<file path="src/rtl/sha_fetch_pkg.sv">
package sha_fetch_pkg;
  localparam int ADDR_W  = 16;
  localparam int WADDR_W = ADDR_W - 2;
  localparam int WORD_W  = 32;
  localparam int BLK_WORDS  = 16;
  localparam int HASH_WORDS = 8;

  localparam logic [2:0] OFF_CTRL  = 3'd0;
  localparam logic [2:0] OFF_STAT  = 3'd1;
  localparam logic [2:0] OFF_COUNT = 3'd2;
  localparam logic [2:0] OFF_BASLO = 3'd3;
  localparam logic [2:0] OFF_BASHI = 3'd4;

  typedef struct packed {
    logic clrCnt;
    logic rdWord;
    logic nextBlk;
    logic wbWord;
  } dpStrobe_t;

  typedef enum logic [2:0] {
    ST_IDLE  = 3'd0,
    ST_FETCH = 3'd1,
    ST_LAST  = 3'd2,
    ST_START = 3'd3,
    ST_WAIT  = 3'd4,
    ST_WB    = 3'd5
  } seqState_t;

  function automatic logic [WORD_W-1:0] byteSwap(input logic [WORD_W-1:0] w);
    return {w[7:0], w[15:8], w[23:16], w[31:24]};
  endfunction
endpackage

</file>
<file path="src/rtl/sha_fetch_datapath.sv">
module sha_fetch_datapath
  import sha_fetch_pkg::*;
#(
  parameter int CNT_W = 4
) (
  input  logic                          clk,
  input  logic                          rstN,
  input  dpStrobe_t                     strb,
  input  logic [ADDR_W-1:6]             baseAddr,
  input  logic [CNT_W-1:0]              blkCount,
  output logic [WADDR_W-1:0]            memAddr,
  output logic                          memRdEn,
  input  logic [WORD_W-1:0]             memRdData,
  output logic                          memWrEn,
  output logic [WORD_W-1:0]             memWrData,
  output logic [BLK_WORDS*WORD_W-1:0]   coreBlock,
  input  logic [HASH_WORDS*WORD_W-1:0]  coreState,
  output logic                          wordLast,
  output logic                          wbLast,
  output logic                          blkLast
);
  localparam int WIDX_W = $clog2(BLK_WORDS);
  localparam int HIDX_W = $clog2(HASH_WORDS);

  logic [WIDX_W-1:0]  wordIdx;
  logic [CNT_W-1:0]   blkIdx;
  logic               rdPend;
  logic [WIDX_W-1:0]  rdIdx;
  logic [WORD_W-1:0]  blockWords [BLK_WORDS];
  logic [WORD_W-1:0]  hashWords  [HASH_WORDS];
  logic [WADDR_W-1:0] baseWord;
  logic [WADDR_W-1:0] blkOffset;

  // word counter and block counter
  always_ff @(posedge clk) begin
    if (!rstN) begin
      wordIdx <= '0;
      blkIdx  <= '0;
    end else if (strb.clrCnt) begin
      wordIdx <= '0;
      blkIdx  <= '0;
    end else if (strb.nextBlk) begin
      wordIdx <= '0;
      blkIdx  <= blkIdx + 1'b1;
    end else if (strb.rdWord || strb.wbWord) begin
      wordIdx <= wordIdx + 1'b1;
    end
  end

  // one-cycle read latency tracking
  always_ff @(posedge clk) begin
    if (!rstN) begin
      rdPend <= 1'b0;
      rdIdx  <= '0;
    end else begin
      rdPend <= strb.rdWord;
      rdIdx  <= wordIdx;
    end
  end

  generate
    for (genvar i = 0; i < BLK_WORDS; i++) begin : g_blk
      always_ff @(posedge clk) begin
        if (!rstN) blockWords[i] <= '0;
        else if (rdPend && rdIdx == WIDX_W'(i)) blockWords[i] <= byteSwap(memRdData);
      end
      assign coreBlock[BLK_WORDS*WORD_W-1-WORD_W*i -: WORD_W] = blockWords[i];
    end
    for (genvar j = 0; j < HASH_WORDS; j++) begin : g_hash
      assign hashWords[j] = coreState[HASH_WORDS*WORD_W-1-WORD_W*j -: WORD_W];
    end
  endgenerate

  assign baseWord  = {baseAddr, 4'b0000};
  assign blkOffset = WADDR_W'({blkIdx, {WIDX_W{1'b0}}});
  assign memAddr   = baseWord + blkOffset + WADDR_W'(wordIdx);
  assign memRdEn   = strb.rdWord;
  assign memWrEn   = strb.wbWord;
  assign memWrData = byteSwap(hashWords[wordIdx[HIDX_W-1:0]]);

  assign wordLast = (wordIdx == WIDX_W'(BLK_WORDS - 1));
  assign wbLast   = (wordIdx == WIDX_W'(HASH_WORDS - 1));
  assign blkLast  = (blkIdx == blkCount);

  AST_RD_STEP: assert property (@(posedge clk) disable iff (!rstN)
    (memRdEn && $past(memRdEn)) |-> (memAddr == WADDR_W'($past(memAddr) + 1'b1)));
  AST_WB_STEP: assert property (@(posedge clk) disable iff (!rstN)
    (memWrEn && $past(memWrEn)) |-> (memAddr == WADDR_W'($past(memAddr) + 1'b1)));
  AST_ONE_ACCESS: assert property (@(posedge clk) disable iff (!rstN)
    !(memRdEn && memWrEn));
endmodule

</file>
<file path="src/rtl/sha_fetch_control.sv">
module sha_fetch_control
  import sha_fetch_pkg::*;
#(
  parameter int CNT_W = 4
) (
  input  logic              clk,
  input  logic              rstN,
  input  logic [2:0]        regAddr,
  input  logic              regWrEn,
  input  logic [7:0]        regWrData,
  output logic [7:0]        regRdData,
  output dpStrobe_t         strb,
  output logic [ADDR_W-1:6] baseAddr,
  output logic [CNT_W-1:0]  blkCount,
  input  logic              wordLast,
  input  logic              wbLast,
  input  logic              blkLast,
  output logic              coreStart,
  output logic              coreInit,
  output logic [2:0]        coreAlgSel,
  input  logic              coreDone,
  output logic              memOwn,
  output logic              irq
);
  seqState_t   state, stateNx;
  logic [2:0]  selReg;
  logic [CNT_W-1:0] cntReg;
  logic [1:0]  baseLo;
  logic [7:0]  baseHi;
  logic        ieReg, flagReg, initPend;
  logic        busy, cfgWr, execCmd, wbCmd, setFlag, statWr;

  assign busy    = (state != ST_IDLE);
  assign cfgWr   = regWrEn && !busy;
  assign execCmd = cfgWr && regAddr == OFF_CTRL && regWrData[0];
  assign wbCmd   = cfgWr && regAddr == OFF_CTRL && regWrData[2] && !regWrData[0];
  assign statWr  = regWrEn && regAddr == OFF_STAT;

  // sequencer next state and strobes
  always_comb begin
    stateNx   = state;
    strb      = '0;
    coreStart = 1'b0;
    setFlag   = 1'b0;
    unique case (state)
      ST_IDLE: begin
        if (execCmd) begin
          stateNx = ST_FETCH; strb.clrCnt = 1'b1;
        end else if (wbCmd) begin
          stateNx = ST_WB; strb.clrCnt = 1'b1;
        end
      end
      ST_FETCH: begin
        strb.rdWord = 1'b1;
        if (wordLast) stateNx = ST_LAST;
      end
      ST_LAST:  stateNx = ST_START;
      ST_START: begin
        coreStart = 1'b1;
        stateNx   = ST_WAIT;
      end
      ST_WAIT: begin
        if (coreDone) begin
          if (blkLast) begin
            stateNx = ST_IDLE; setFlag = 1'b1;
          end else begin
            stateNx = ST_FETCH; strb.nextBlk = 1'b1;
          end
        end
      end
      ST_WB: begin
        strb.wbWord = 1'b1;
        if (wbLast) begin
          stateNx = ST_IDLE; setFlag = 1'b1;
        end
      end
      default: stateNx = ST_IDLE;
    endcase
  end

  always_ff @(posedge clk) begin
    if (!rstN) begin
      state    <= ST_IDLE;
      initPend <= 1'b0;
    end else begin
      state <= stateNx;
      if (execCmd) initPend <= regWrData[1];
      else if (strb.nextBlk) initPend <= 1'b0;
    end
  end

  // configuration registers, protected while busy
  always_ff @(posedge clk) begin
    if (!rstN) begin
      selReg <= '0;
      cntReg <= '0;
      baseLo <= '0;
      baseHi <= '0;
    end else if (cfgWr) begin
      unique case (regAddr)
        OFF_CTRL:  selReg <= regWrData[6:4];
        OFF_COUNT: cntReg <= regWrData[CNT_W-1:0];
        OFF_BASLO: baseLo <= regWrData[7:6];
        OFF_BASHI: baseHi <= regWrData;
        default: ;
      endcase
    end
  end

  // status: enable and write-1-to-clear completion flag
  always_ff @(posedge clk) begin
    if (!rstN) begin
      ieReg   <= 1'b0;
      flagReg <= 1'b0;
    end else begin
      if (statWr) ieReg <= regWrData[3];
      if (setFlag) flagReg <= 1'b1;
      else if (statWr && regWrData[2]) flagReg <= 1'b0;
    end
  end

  always_comb begin
    unique case (regAddr)
      OFF_CTRL:  regRdData = {1'b0, selReg, 4'b0000};
      OFF_STAT:  regRdData = {4'b0000, ieReg, flagReg, 1'b0, busy};
      OFF_COUNT: regRdData = {{(8-CNT_W){1'b0}}, cntReg};
      OFF_BASLO: regRdData = {baseLo, 6'b000000};
      OFF_BASHI: regRdData = baseHi;
      default:   regRdData = 8'h00;
    endcase
  end

  assign baseAddr   = {baseHi, baseLo};
  assign blkCount   = cntReg;
  assign coreInit   = coreStart && initPend;
  assign coreAlgSel = selReg;
  assign memOwn     = busy;
  assign irq        = flagReg && ieReg;

  AST_START_PULSE: assert property (@(posedge clk) disable iff (!rstN)
    coreStart |=> !coreStart);
  AST_FLAG_AT_END: assert property (@(posedge clk) disable iff (!rstN)
    $fell(busy) |-> flagReg);
  AST_CFG_FROZEN: assert property (@(posedge clk) disable iff (!rstN)
    (busy && $past(busy)) |-> ($stable(cntReg) && $stable(baseHi) && $stable(baseLo)));
  AST_NO_FETCH_IN_CORE: assert property (@(posedge clk) disable iff (!rstN)
    (state == ST_WAIT) |-> !strb.rdWord);
endmodule

</file>
<file path="src/rtl/sha_fetch_ctrl.sv">
module sha_fetch_ctrl
  import sha_fetch_pkg::*;
#(
  parameter int CNT_W = 4
) (
  input  logic          clk,
  input  logic          rstN,
  input  logic [2:0]    regAddr,
  input  logic          regWrEn,
  input  logic [7:0]    regWrData,
  output logic [7:0]    regRdData,
  output logic          memOwn,
  output logic [13:0]   memAddr,
  output logic          memRdEn,
  input  logic [31:0]   memRdData,
  output logic          memWrEn,
  output logic [31:0]   memWrData,
  output logic          coreStart,
  output logic          coreInit,
  output logic [2:0]    coreAlgSel,
  output logic [511:0]  coreBlock,
  input  logic [255:0]  coreState,
  input  logic          coreDone,
  output logic          irq
);
  dpStrobe_t         strb;
  logic [ADDR_W-1:6] baseAddr;
  logic [CNT_W-1:0]  blkCount;
  logic              wordLast, wbLast, blkLast;

  sha_fetch_control #(.CNT_W(CNT_W)) u_control (
    .clk(clk), .rstN(rstN),
    .regAddr(regAddr), .regWrEn(regWrEn), .regWrData(regWrData), .regRdData(regRdData),
    .strb(strb), .baseAddr(baseAddr), .blkCount(blkCount),
    .wordLast(wordLast), .wbLast(wbLast), .blkLast(blkLast),
    .coreStart(coreStart), .coreInit(coreInit), .coreAlgSel(coreAlgSel), .coreDone(coreDone),
    .memOwn(memOwn), .irq(irq)
  );

  sha_fetch_datapath #(.CNT_W(CNT_W)) u_datapath (
    .clk(clk), .rstN(rstN), .strb(strb),
    .baseAddr(baseAddr), .blkCount(blkCount),
    .memAddr(memAddr), .memRdEn(memRdEn), .memRdData(memRdData),
    .memWrEn(memWrEn), .memWrData(memWrData),
    .coreBlock(coreBlock), .coreState(coreState),
    .wordLast(wordLast), .wbLast(wbLast), .blkLast(blkLast)
  );

  AST_OWNED_ACCESS: assert property (@(posedge clk) disable iff (!rstN)
    (memRdEn || memWrEn) |-> memOwn);
endmodule

</file>
<file path="config.mk">
export PLATFORM = sky130hd
export DESIGN_NAME = sha_fetch_ctrl
export DESIGN_NICKNAME = d
export VERILOG_FILES = /design/src/rtl/sha_fetch_pkg.sv /design/src/rtl/sha_fetch_datapath.sv /design/src/rtl/sha_fetch_control.sv /design/src/rtl/sha_fetch_ctrl.sv
export SDC_FILE = /design/constraint.sdc
export NUM_CORES = 1
export LEC_CHECK = 0
export ABC_CLOCK_PERIOD_IN_PS = 5550
export BUFFER_PORTS_ARGS = -buffer_cell sky130_fd_sc_hd__buf_2
export CORE_AREA = 2 2 338 340
export CTS_BUF_LIST = sky130_fd_sc_hd__clkbuf_8
export DETAILED_ROUTE_END_ITERATION = 16
export DIE_AREA = 0 0 340 342
export GPL_TIMING_DRIVEN = 1
export HOLD_SLACK_MARGIN = 0.1
export PLACE_DENSITY_LB_ADDON = 0.3
export SKIP_CTS_REPAIR_TIMING = 1
export SLEW_MARGIN = 10
export SYNTH_ARGS = -nofsm -noshare
export SYNTH_HDL_FRONTEND = slang
export SYNTH_HIERARCHICAL = 1
export SYNTH_SLANG_ARGS = --single-unit
</file>
<file path="constraint.sdc">
create_clock -name clk -period 5.55 [get_ports clk]
set_input_delay 0.555 -clock clk [delete_from_list [all_inputs] [get_ports clk]]
set_output_delay 0.555 -clock clk [all_outputs]
set_load 0.01 [all_outputs]
</file>
==> results of run 1 <==
cell families (layout without fill, tap and decap cells):
logic type                 after synthesis  count (layout)  share of synthesized area, %
adders and majority gates                7               7                         0.408
other                                    0              27                             0
buffers and inverters                  115            1088                          2.31
xor gates and xnor gates                15              15                         0.563
DFF                                    548             548                          69.0
muxes                                  112             112                          9.15
and+or+nand+nor                        648             648                          17.0
AOI/OAI and AO/OA                       62              62                          1.54
report_power, final:
group | internal [mW] | switching (mW)
Combinational | 0.672 | 0.855
Sequential | 4.69 | 0.134
Clock | 1.87 | 1.79
Total | 7.23 | 2.78
area by class of cell:
cell class / count / area, um^2 / share of cell area [%]
diodes: 27 / 67.6 / 0.214
repair buffers: 906 / 4620 / 14.7
clock inverters: 75 / 440 / 1.40
well taps: 1512 / 1890 / 6.00
flip-flops and latches: 548 / 16100 / 51.1
inverters: 4 / 15.0 / 0.0476
clock buffers: 103 / 1420 / 4.50
multi-input cells: 844 / 6960 / 22.1
per-layer routing:
layer	vias up	part of all wire, %	track usage, %
met4	8	4.6	8.19
met1	7999	37	18.9
met2	833	50	29.3
li1	7260	-	-
met3	169	8.6	5.32
met5	-	0.042	0
path summary, 6_finish.rpt:
check | endpoint | from | depth (start not counted)
min | u_control/baseHi[0] | regWrData[0] | 3
max reg2reg | u_datapath/blockWords[0][206] | u_datapath/rdPend | 3
max | memWrData[27] | u_datapath/wordIdx[0] | 4
min reg2reg | u_control/coreAlgSel[0] | u_control/coreAlgSel[0] | 2
worst max-delay path, stage by stage, from the launching register on:
cell and delay [ns]:
dfxtp_4 0.70, buf_4 0.46, mux4_1 0.66, mux2_4 0.29, buf_2 0.14
layout by cell type, fill, tap and decap left out, types with 19 or more instances in the layout:
cell type  Yosys  final
buf_2         10    877
mux2_4        27     27
buf_4          3     24
and2_1       521    521
clkbuf_8       0    103
dfxtp_1       36     33
diode_2        0     27
nand2_1       30     30
mux4_1        19     19
mux4_2        45     45
inv_1          3     43
edfxtp_1     512    512
o21ai_0       32     20
per-stage QoR:
| stage | setup WS (ns) | power (mW) |
|---|---|---|
| 2_1_floorplan | 2.09 | 5.77 |
| 5_1_grt | 1.81 | 10.4 |
| 3_5_place_dp | 2.61 | 6.48 |
| 3_3_place_gp | 2.65 | 6.47 |
| 6_report | 2.03 | 10.0 |
| 4_1_cts | 1.86 | 10.2 |
sequential cells by signal (all words and copies together), names as in the netlist:
name,count
u_control/baseHi,8
u_control/baseLo,2
u_control/blkCount,4
u_control/coreAlgSel,3
u_control/flagReg,1
u_control/ieReg,1
u_control/initPend,1
u_control/state,3
u_datapath/blkIdx,4
u_datapath/blockWords,512
u_datapath/rdIdx,4
u_datapath/rdPend,1
u_datapath/wordIdx,4
==> results.md, run 1 <==
Clocking:
- The root buffer selected by CTS is clkbuf_8.
- TritonCTS created 99 clock buffers.
- The CTS tree is built.
- The worst-skew pair later-pin latency is 0.73 ns.
- The clock tree synthesis step divided the H-tree into 3 levels.
- Clock-pin slew was measured on the worst setup and hold paths at 0.06 ns.
- The maximum clock path buffer count is 3.
- The tree built by TritonCTS fans out to 548 sinks.

Place:
- Once placement completed, the tool counted placed cells totaling 3809.
- The instance area after placement is 29500 um^2.
- At the end of routability-driven placement, the weighted congestion stood at 0.849.
- The final HPWL from detailed placement is 73400 um.
- During placement, the flow inserted port buffers numbering 877.

Drt:
- Once detail routing completed, the nets flagged for antenna violations numbered 0.
- The routed layout has 16300 vias.
- In the routed layout, each cell is associated on average with a via count of 4.05.
- The total DRC errors in the routed layout is 0.
- Wires add up to 102000 um.
- The average wire per cell in the routed design is 25.5 um.
- After the first detailed-routing iteration, the DRC count stood at 1063.
- The number of iterations in the first detailed-routing pass is 5.

STA:
- The clock tree skew after final layout is 0.0631 ns.
- Derived from the worst setup path, the maximum achievable clock frequency is 0.284 GHz.
- The relative slew slack is 23.5%.
- In the final timing run, aggregate negative setup slack is 0 ns.
- The share of the cycle needed by the critical path after routing is 63.4%.
- The post-layout minimum cycle time is 3.52 ns.
- The pin slew with the least headroom to its limit is 1.15 ns.
- The count of endpoints failing hold in the final timing report is 0.
- The worst hold slack across all endpoints is 0.150 ns.
- Setup repair after global routing left no endpoint under its margin.
- The count of final setup violators is 0.
- The number of max-slew violations in the final report is 0.

Synth:
- The number of nets handed over by synthesis was 1817.
- In the synthesized netlist the dominant register cell turns out to be edfxtp_1.
- After synthesis, the netlist uses 59 different library cells.
- The number of enable flip-flop cells after synthesis is 512.
- The average cell area after synthesis is 15.5 um^2.
- The synthesized design contains 548 register bits.
- Yosys attributes the largest share of cell area to edfxtp_1 (66%), and2_1 (14%), mux4_2 (4.3%).
- The cell area that synthesis handed to floorplanning was 23300 um^2.
- The fraction of registers with async set/reset is 0%.
- For this run, the number of Yosys warnings is 6.
- The cell type contributing the most total cell area after synthesis is edfxtp_1.
- The share of the Yosys chip area taken by registers is 69.0%.
- The area share of the largest cell type after synthesis is 65.9%.
- The leading cell type by number of instances after synthesis is and2_1.
- After synthesis, the most frequently instantiated cells are and2_1 (521), edfxtp_1 (512), clkbuf_1 (90).
- Synthesis produced a netlist whose cell count is 1507.

Global routing:
- Entering global routing, the biggest net connects 70 pins.
- The number of antenna violations at the first check in global routing is 34.
- The number of global-route vias before repair is 16300.
- The total grt overflow is 0.
- The all-layer global routing usage is 16.9%.
- The first global-routing pass estimated 136000 um of wire.

Die:
- After floorplanning, the core was sized to cover 113000 um^2.
- For this configuration, the core starts out at a cell density of 20.6%.
- For this design the top-level I/O count stands at 878.
- The die extent in y is 342 um.
- In this run the horizontal extent of the chip is 340 um.
- After floorplanning, the core was divided into 124 placement rows.
- The total die area is 116000 um^2.

Run status:
- The run finished with clean final reports.

Final layout:
- Excluding fillers, the count of instances in the completed layout stands at 4019.
- After the last flow step, the layout net total stands at 2713.
- The post-layout utilization of the core is 27.9%.
- The signed area change from the synthesized netlist to the final layout is 35.2%.
- The fraction of layout cells with a size suffix above 1 is 46.4%.
- The number of filler cells placed in the layout is 11800.
- With fillers left out, the area of the finished cells amounts to 31500 um^2.

Worst setup path:
- The worst-case register-to-register setup slack is 2.97 ns.
- The kind of critical path is flip-flop to primary output.
- STA puts the critical path data required time at 4.99 ns.
- The kind of end point of the critical path is a primary output.
- The worst setup path is launched from a flip-flop.
- Data arrives at the worst endpoint at 2.96 ns.
- Along the worst path, the maximum fanout reaches 29.

Power and ir drop:
- IR analysis of the VDD net gives a maximum drop of 0.000186 V.
- For this design the static power due to leakage is 13.3 nW.
- The power per standard cell area is 318 nW/um^2.

Run:
- The tool flagged a number of max-cap violations equal to 0.

Hold path:
- The min-delay analysis places its worst path in the category primary input to flip-flop.
Note: power is estimated with default switching activity, not from simulation.
==> inputs of run 2 (changes only) <==
--- a/config.mk
+++ b/config.mk
@@ -5,7 +5,7 @@
 export SDC_FILE = /design/constraint.sdc
 export NUM_CORES = 1
 export LEC_CHECK = 0
-export ABC_CLOCK_PERIOD_IN_PS = 5550
+export ABC_CLOCK_PERIOD_IN_PS = 3400
 export BUFFER_PORTS_ARGS = -buffer_cell sky130_fd_sc_hd__buf_2
 export CORE_AREA = 2 2 338 340
 export CTS_BUF_LIST = sky130_fd_sc_hd__clkbuf_8
==> constraint.sdc (replaced) <==
create_clock -name clk -period 3.4 [get_ports clk]
set_input_delay 0.34 -clock clk [delete_from_list [all_inputs] [get_ports clk]]
set_output_delay 0.34 -clock clk [all_outputs]
set_load 0.01 [all_outputs]
==> run 2 against run 1 <==
  * Clock skew fell by 0.031 ns
  * Utilization rose by 0.15 points
  * Worst hold slack improved by 0.0068 ns
  * Critical path type unchanged
  * Critical endpoint is now memWrData[20]
  * Largest cell class unchanged
  * Largest power group unchanged
  * Highest routed layer unchanged
==> results.md, run 2 (synthesis gave the netlist of run 1 again) <==
Clocking:
- The level count of the clock H-tree is 3 (unchanged).
- The worst-skew pair later-pin latency is 0.72 ns (was 0.73 ns).
- The CTS tree is built (unchanged).
- The number of buffers created by CTS is 99 (unchanged).
- The CTS clock-pin slew for the worst setup and hold paths came to 0.06 ns (about the same).
- The maximum clock path buffer count is 3 (unchanged).
- The root buffer selected by CTS was clkbuf_8 (unchanged).
- The number of sinks handled by clock tree synthesis was 548 (unchanged).

Global routing:
- The pin count of the biggest net entering global routing was 39 (was 70).
- The total grt overflow is 0 (unchanged).
- The all-layer global routing usage came to 16.9% (about the same).
- The wire length of the first global-routing pass came to 136000 um (about the same).
- The number of global-route vias before repair is 16300 (about the same).
- The number of antenna violations at the first check in global routing came to 38 (was 34).

STA:
- The number of max-slew violations in the final report is 0 (unchanged).
- Unrepaired setup endpoints after global routing: no (unchanged).
- Timing would allow up to 0.320 GHz.
- The count of final setup violators is 0 (unchanged).
- The post-layout minimum cycle time is 3.13 ns.
- The worst path uses 92.0% of the clock period.
- The count of endpoints failing hold in the final timing report is 0 (unchanged).
- The worst hold slack across all endpoints is 0.157 ns (was 0.150 ns).
- The clock tree skew after final layout is 0.0324 ns (was 0.0631 ns).
- The relative slew slack is 33.9% (was 23.5%).
- The pin slew with the least headroom to its limit is 0.991 ns (was 1.15 ns).

Die:
- The I/O pin count is 878 (unchanged).
- The die extent in y is 342 um (unchanged).
- The effective utilization at floorplan is 20.6% (unchanged).
- The total die area is 116000 um^2 (unchanged).
- The width of the die came to 340 um (unchanged).
- The area of the core came to 113000 um^2 (unchanged).
- The row count is 124 (unchanged).

Final layout:
- The number of flip-flops under the largest register name is 512 (unchanged).
- The signed area change from the synthesized netlist to the final layout is 35.9% (was 35.2%).
- The final layout net count was 2730 (was 2713).
- The register ranked first by flip-flop count is u_datapath/blockWords (unchanged).
- The most frequent standard cell in the layout excluding fill and tap cells is buf_2 (unchanged).
- The fraction of layout cells with a size suffix above 1 is 46.5% (was 46.4%).
- Regs by FF count: u_datapath/blockWords x512, u_control/baseHi x8 (unchanged).
- Top library cells by usage in the layout, fill and taps aside: buf_2 (877), and2_1 (521), edfxtp_1 (512), clkbuf_8 (101), mux4_2 (45) (was buf_2 (877), and2_1 (521), edfxtp_1 (512), clkbuf_8 (103), mux4_2 (45)).

Power and ir drop:
- The fraction of power consumed by combinational cells was 15.6% (was 15.3%).
- The clock network power share is 36.5% (was 36.6%).
- The power dissipated by switching net loads was 4.59 mW (was 2.78 mW).
- The leakage component of the power is 13.4 nW (was 13.3 nW).
- The part of the power in registers came to 47.9% (was 48.2%).
- The worst-case vdd ir drop is 0.000272 V (was 0.000186 V).
- The internal power component was 11.8 mW (was 7.23 mW).
- The power per standard cell area was 517 nW/um^2 (was 318 nW/um^2).
- The total chip power came to 16.4 mW (was 10.0 mW).
- The switching part of the total power is 28.0% (was 27.7%).

Worst setup path:
- The cell depth of the worst flop-to-flop path is 3 (unchanged).
- The buffer and inverter count on the worst path is 2 (unchanged).
- The required arrival time at the worst endpoint is 3.06 ns (was 4.99 ns).
- The kind of critical path is flip-flop to primary output (unchanged).
- The worst-case register-to-register setup slack came to 0.93 ns (was 2.97 ns).
- The arrival time of data at the critical path endpoint came to 2.79 ns (was 2.96 ns).
- The startpoint type of the worst setup path was a flip-flop (unchanged).
- The stage delay of the slowest cell on the critical path came to 0.66 ns (was 0.70 ns).
- Cell chain of the critical path: buf_4 > mux4_1 > mux2_4 > buf_2 (unchanged).
- The origin of the critical flop-to-flop path is u_datapath/rdPend (unchanged).
- The kind of end point of the critical path is a primary output (unchanged).
- The dominant delay contributor by cell family on the critical path is multiplexers (unchanged).
- The reg-to-reg critical path endpoint is u_datapath/blockWords[0][211] (was u_datapath/blockWords[0][206]).
- The maximum net fanout on the critical path came to 20 (was 29).
- The slowest stage cell on the critical path is mux4_1 (was dfxtp_4).
- The logic depth of the worst setup path including buffers came to 4 (unchanged).
- The first element of the critical path is u_datapath/wordIdx[0] (unchanged).

Run:
- The count of maximum capacitance violations came to 0 (unchanged).

Hold path:
- The kind of path behind the tightest hold check was primary input to flip-flop (unchanged).
- The worst-case hold path end point is u_control/flagReg (was u_control/baseHi[0]).
- The origin of the worst min-delay path is coreDone (was regWrData[0]).
- The hold path depth is 5 (was 3).

Drt:
- The number of iterations in the first detailed-routing pass came to 5 (unchanged).
- The average wire per cell in the routed design is 25.5 um (about the same).
- The iteration-0 DRC count of the detailed router is 1294 (was 1063).
- The wire length after detailed routing came to 103000 um (was 102000 um).
- The via count is 16300 (about the same).
- The final antenna-violating net count was 0 (unchanged).
- The routed via count divided by cell count is 4.05 (about the same).
- The total DRC errors in the routed layout is 0 (unchanged).

Place:
- The count of port buffers added during placement is 877 (unchanged).
- The global placer's final weighted congestion is 0.837 (was 0.849).
- The final HPWL from detailed placement is 74300 um (was 73400 um).

Run status:
- Outcome: complete, no violations (unchanged).
-- run 2: layer usage --
layer	vias to the layer above	share of wire [%]	wire [um]	GRT usage [%]
li1	7268	-	-	-
met1	8028	38	38700	19.0
met2	838	51	52100	30.3
met3	171	7.7	7940	4.80
met4	14	3.7	3830	6.50
met5	-	0.094	97	0
-- run 2: area by class of cell --
type,count,area (um^2)
inverters,4,15.0
repair buffers,923,4840
well taps,1512,1890
diodes,13,32.5
fillers,11700,81400
flip-flops and latches,548,16100
clock buffers,101,1390
clock inverters,80,452
multi-input cells,844,6960
-- run 2: worst max-delay path by stage --
stage                                    end  slack (ns)
2_1_floorplan   u_datapath/blockWords[0][32]       -0.06
6_report                       memWrData[20]        0.27
3_3_place_gp   u_datapath/blockWords[0][192]        0.94
5_1_grt                        memWrData[20]        0.06
4_1_cts                        memWrData[20]        0.09
3_5_place_dp   u_datapath/blockWords[0][223]        0.90
-- run 2: through the flow --
stage / setup WS, ns / std cells / utilization, % / TNS (ns) / instance area [um^2]
floorplan: -0.0602 / 1507 / - / -5.78 / 23300
global placement: 0.943 / 3819 / 26.3 / 0 / 29700
detailed placement: 0.900 / 3819 / 26.3 / 0 / 29700
CTS: 0.0862 / 4000 / 27.9 / 0 / 31500
global route: 0.0625 / 4019 / 28.0 / 0 / 31700
finish: 0.272 / 4025 / 28.0 / 0 / 31700
-- run 2: worst register-to-register path, stage by stage (launching register included) --
cell	delay (ns)
dfxtp_1	0.44
or3b_1	0.57
o21ai_4	0.66
buf_4	0.44
-- run 2: power groups by stage --
stage | combinational, mW | sequential [mW] | clock [mW]
floorplan | 1.36 | 8.06 | 0
global placement | 2.62 | 8.00 | 0
detailed placement | 2.63 | 7.99 | 0
CTS | 2.63 | 7.86 | 6.22
global route | 2.74 | 7.88 | 6.47
finish | 2.57 | 7.85 | 5.98
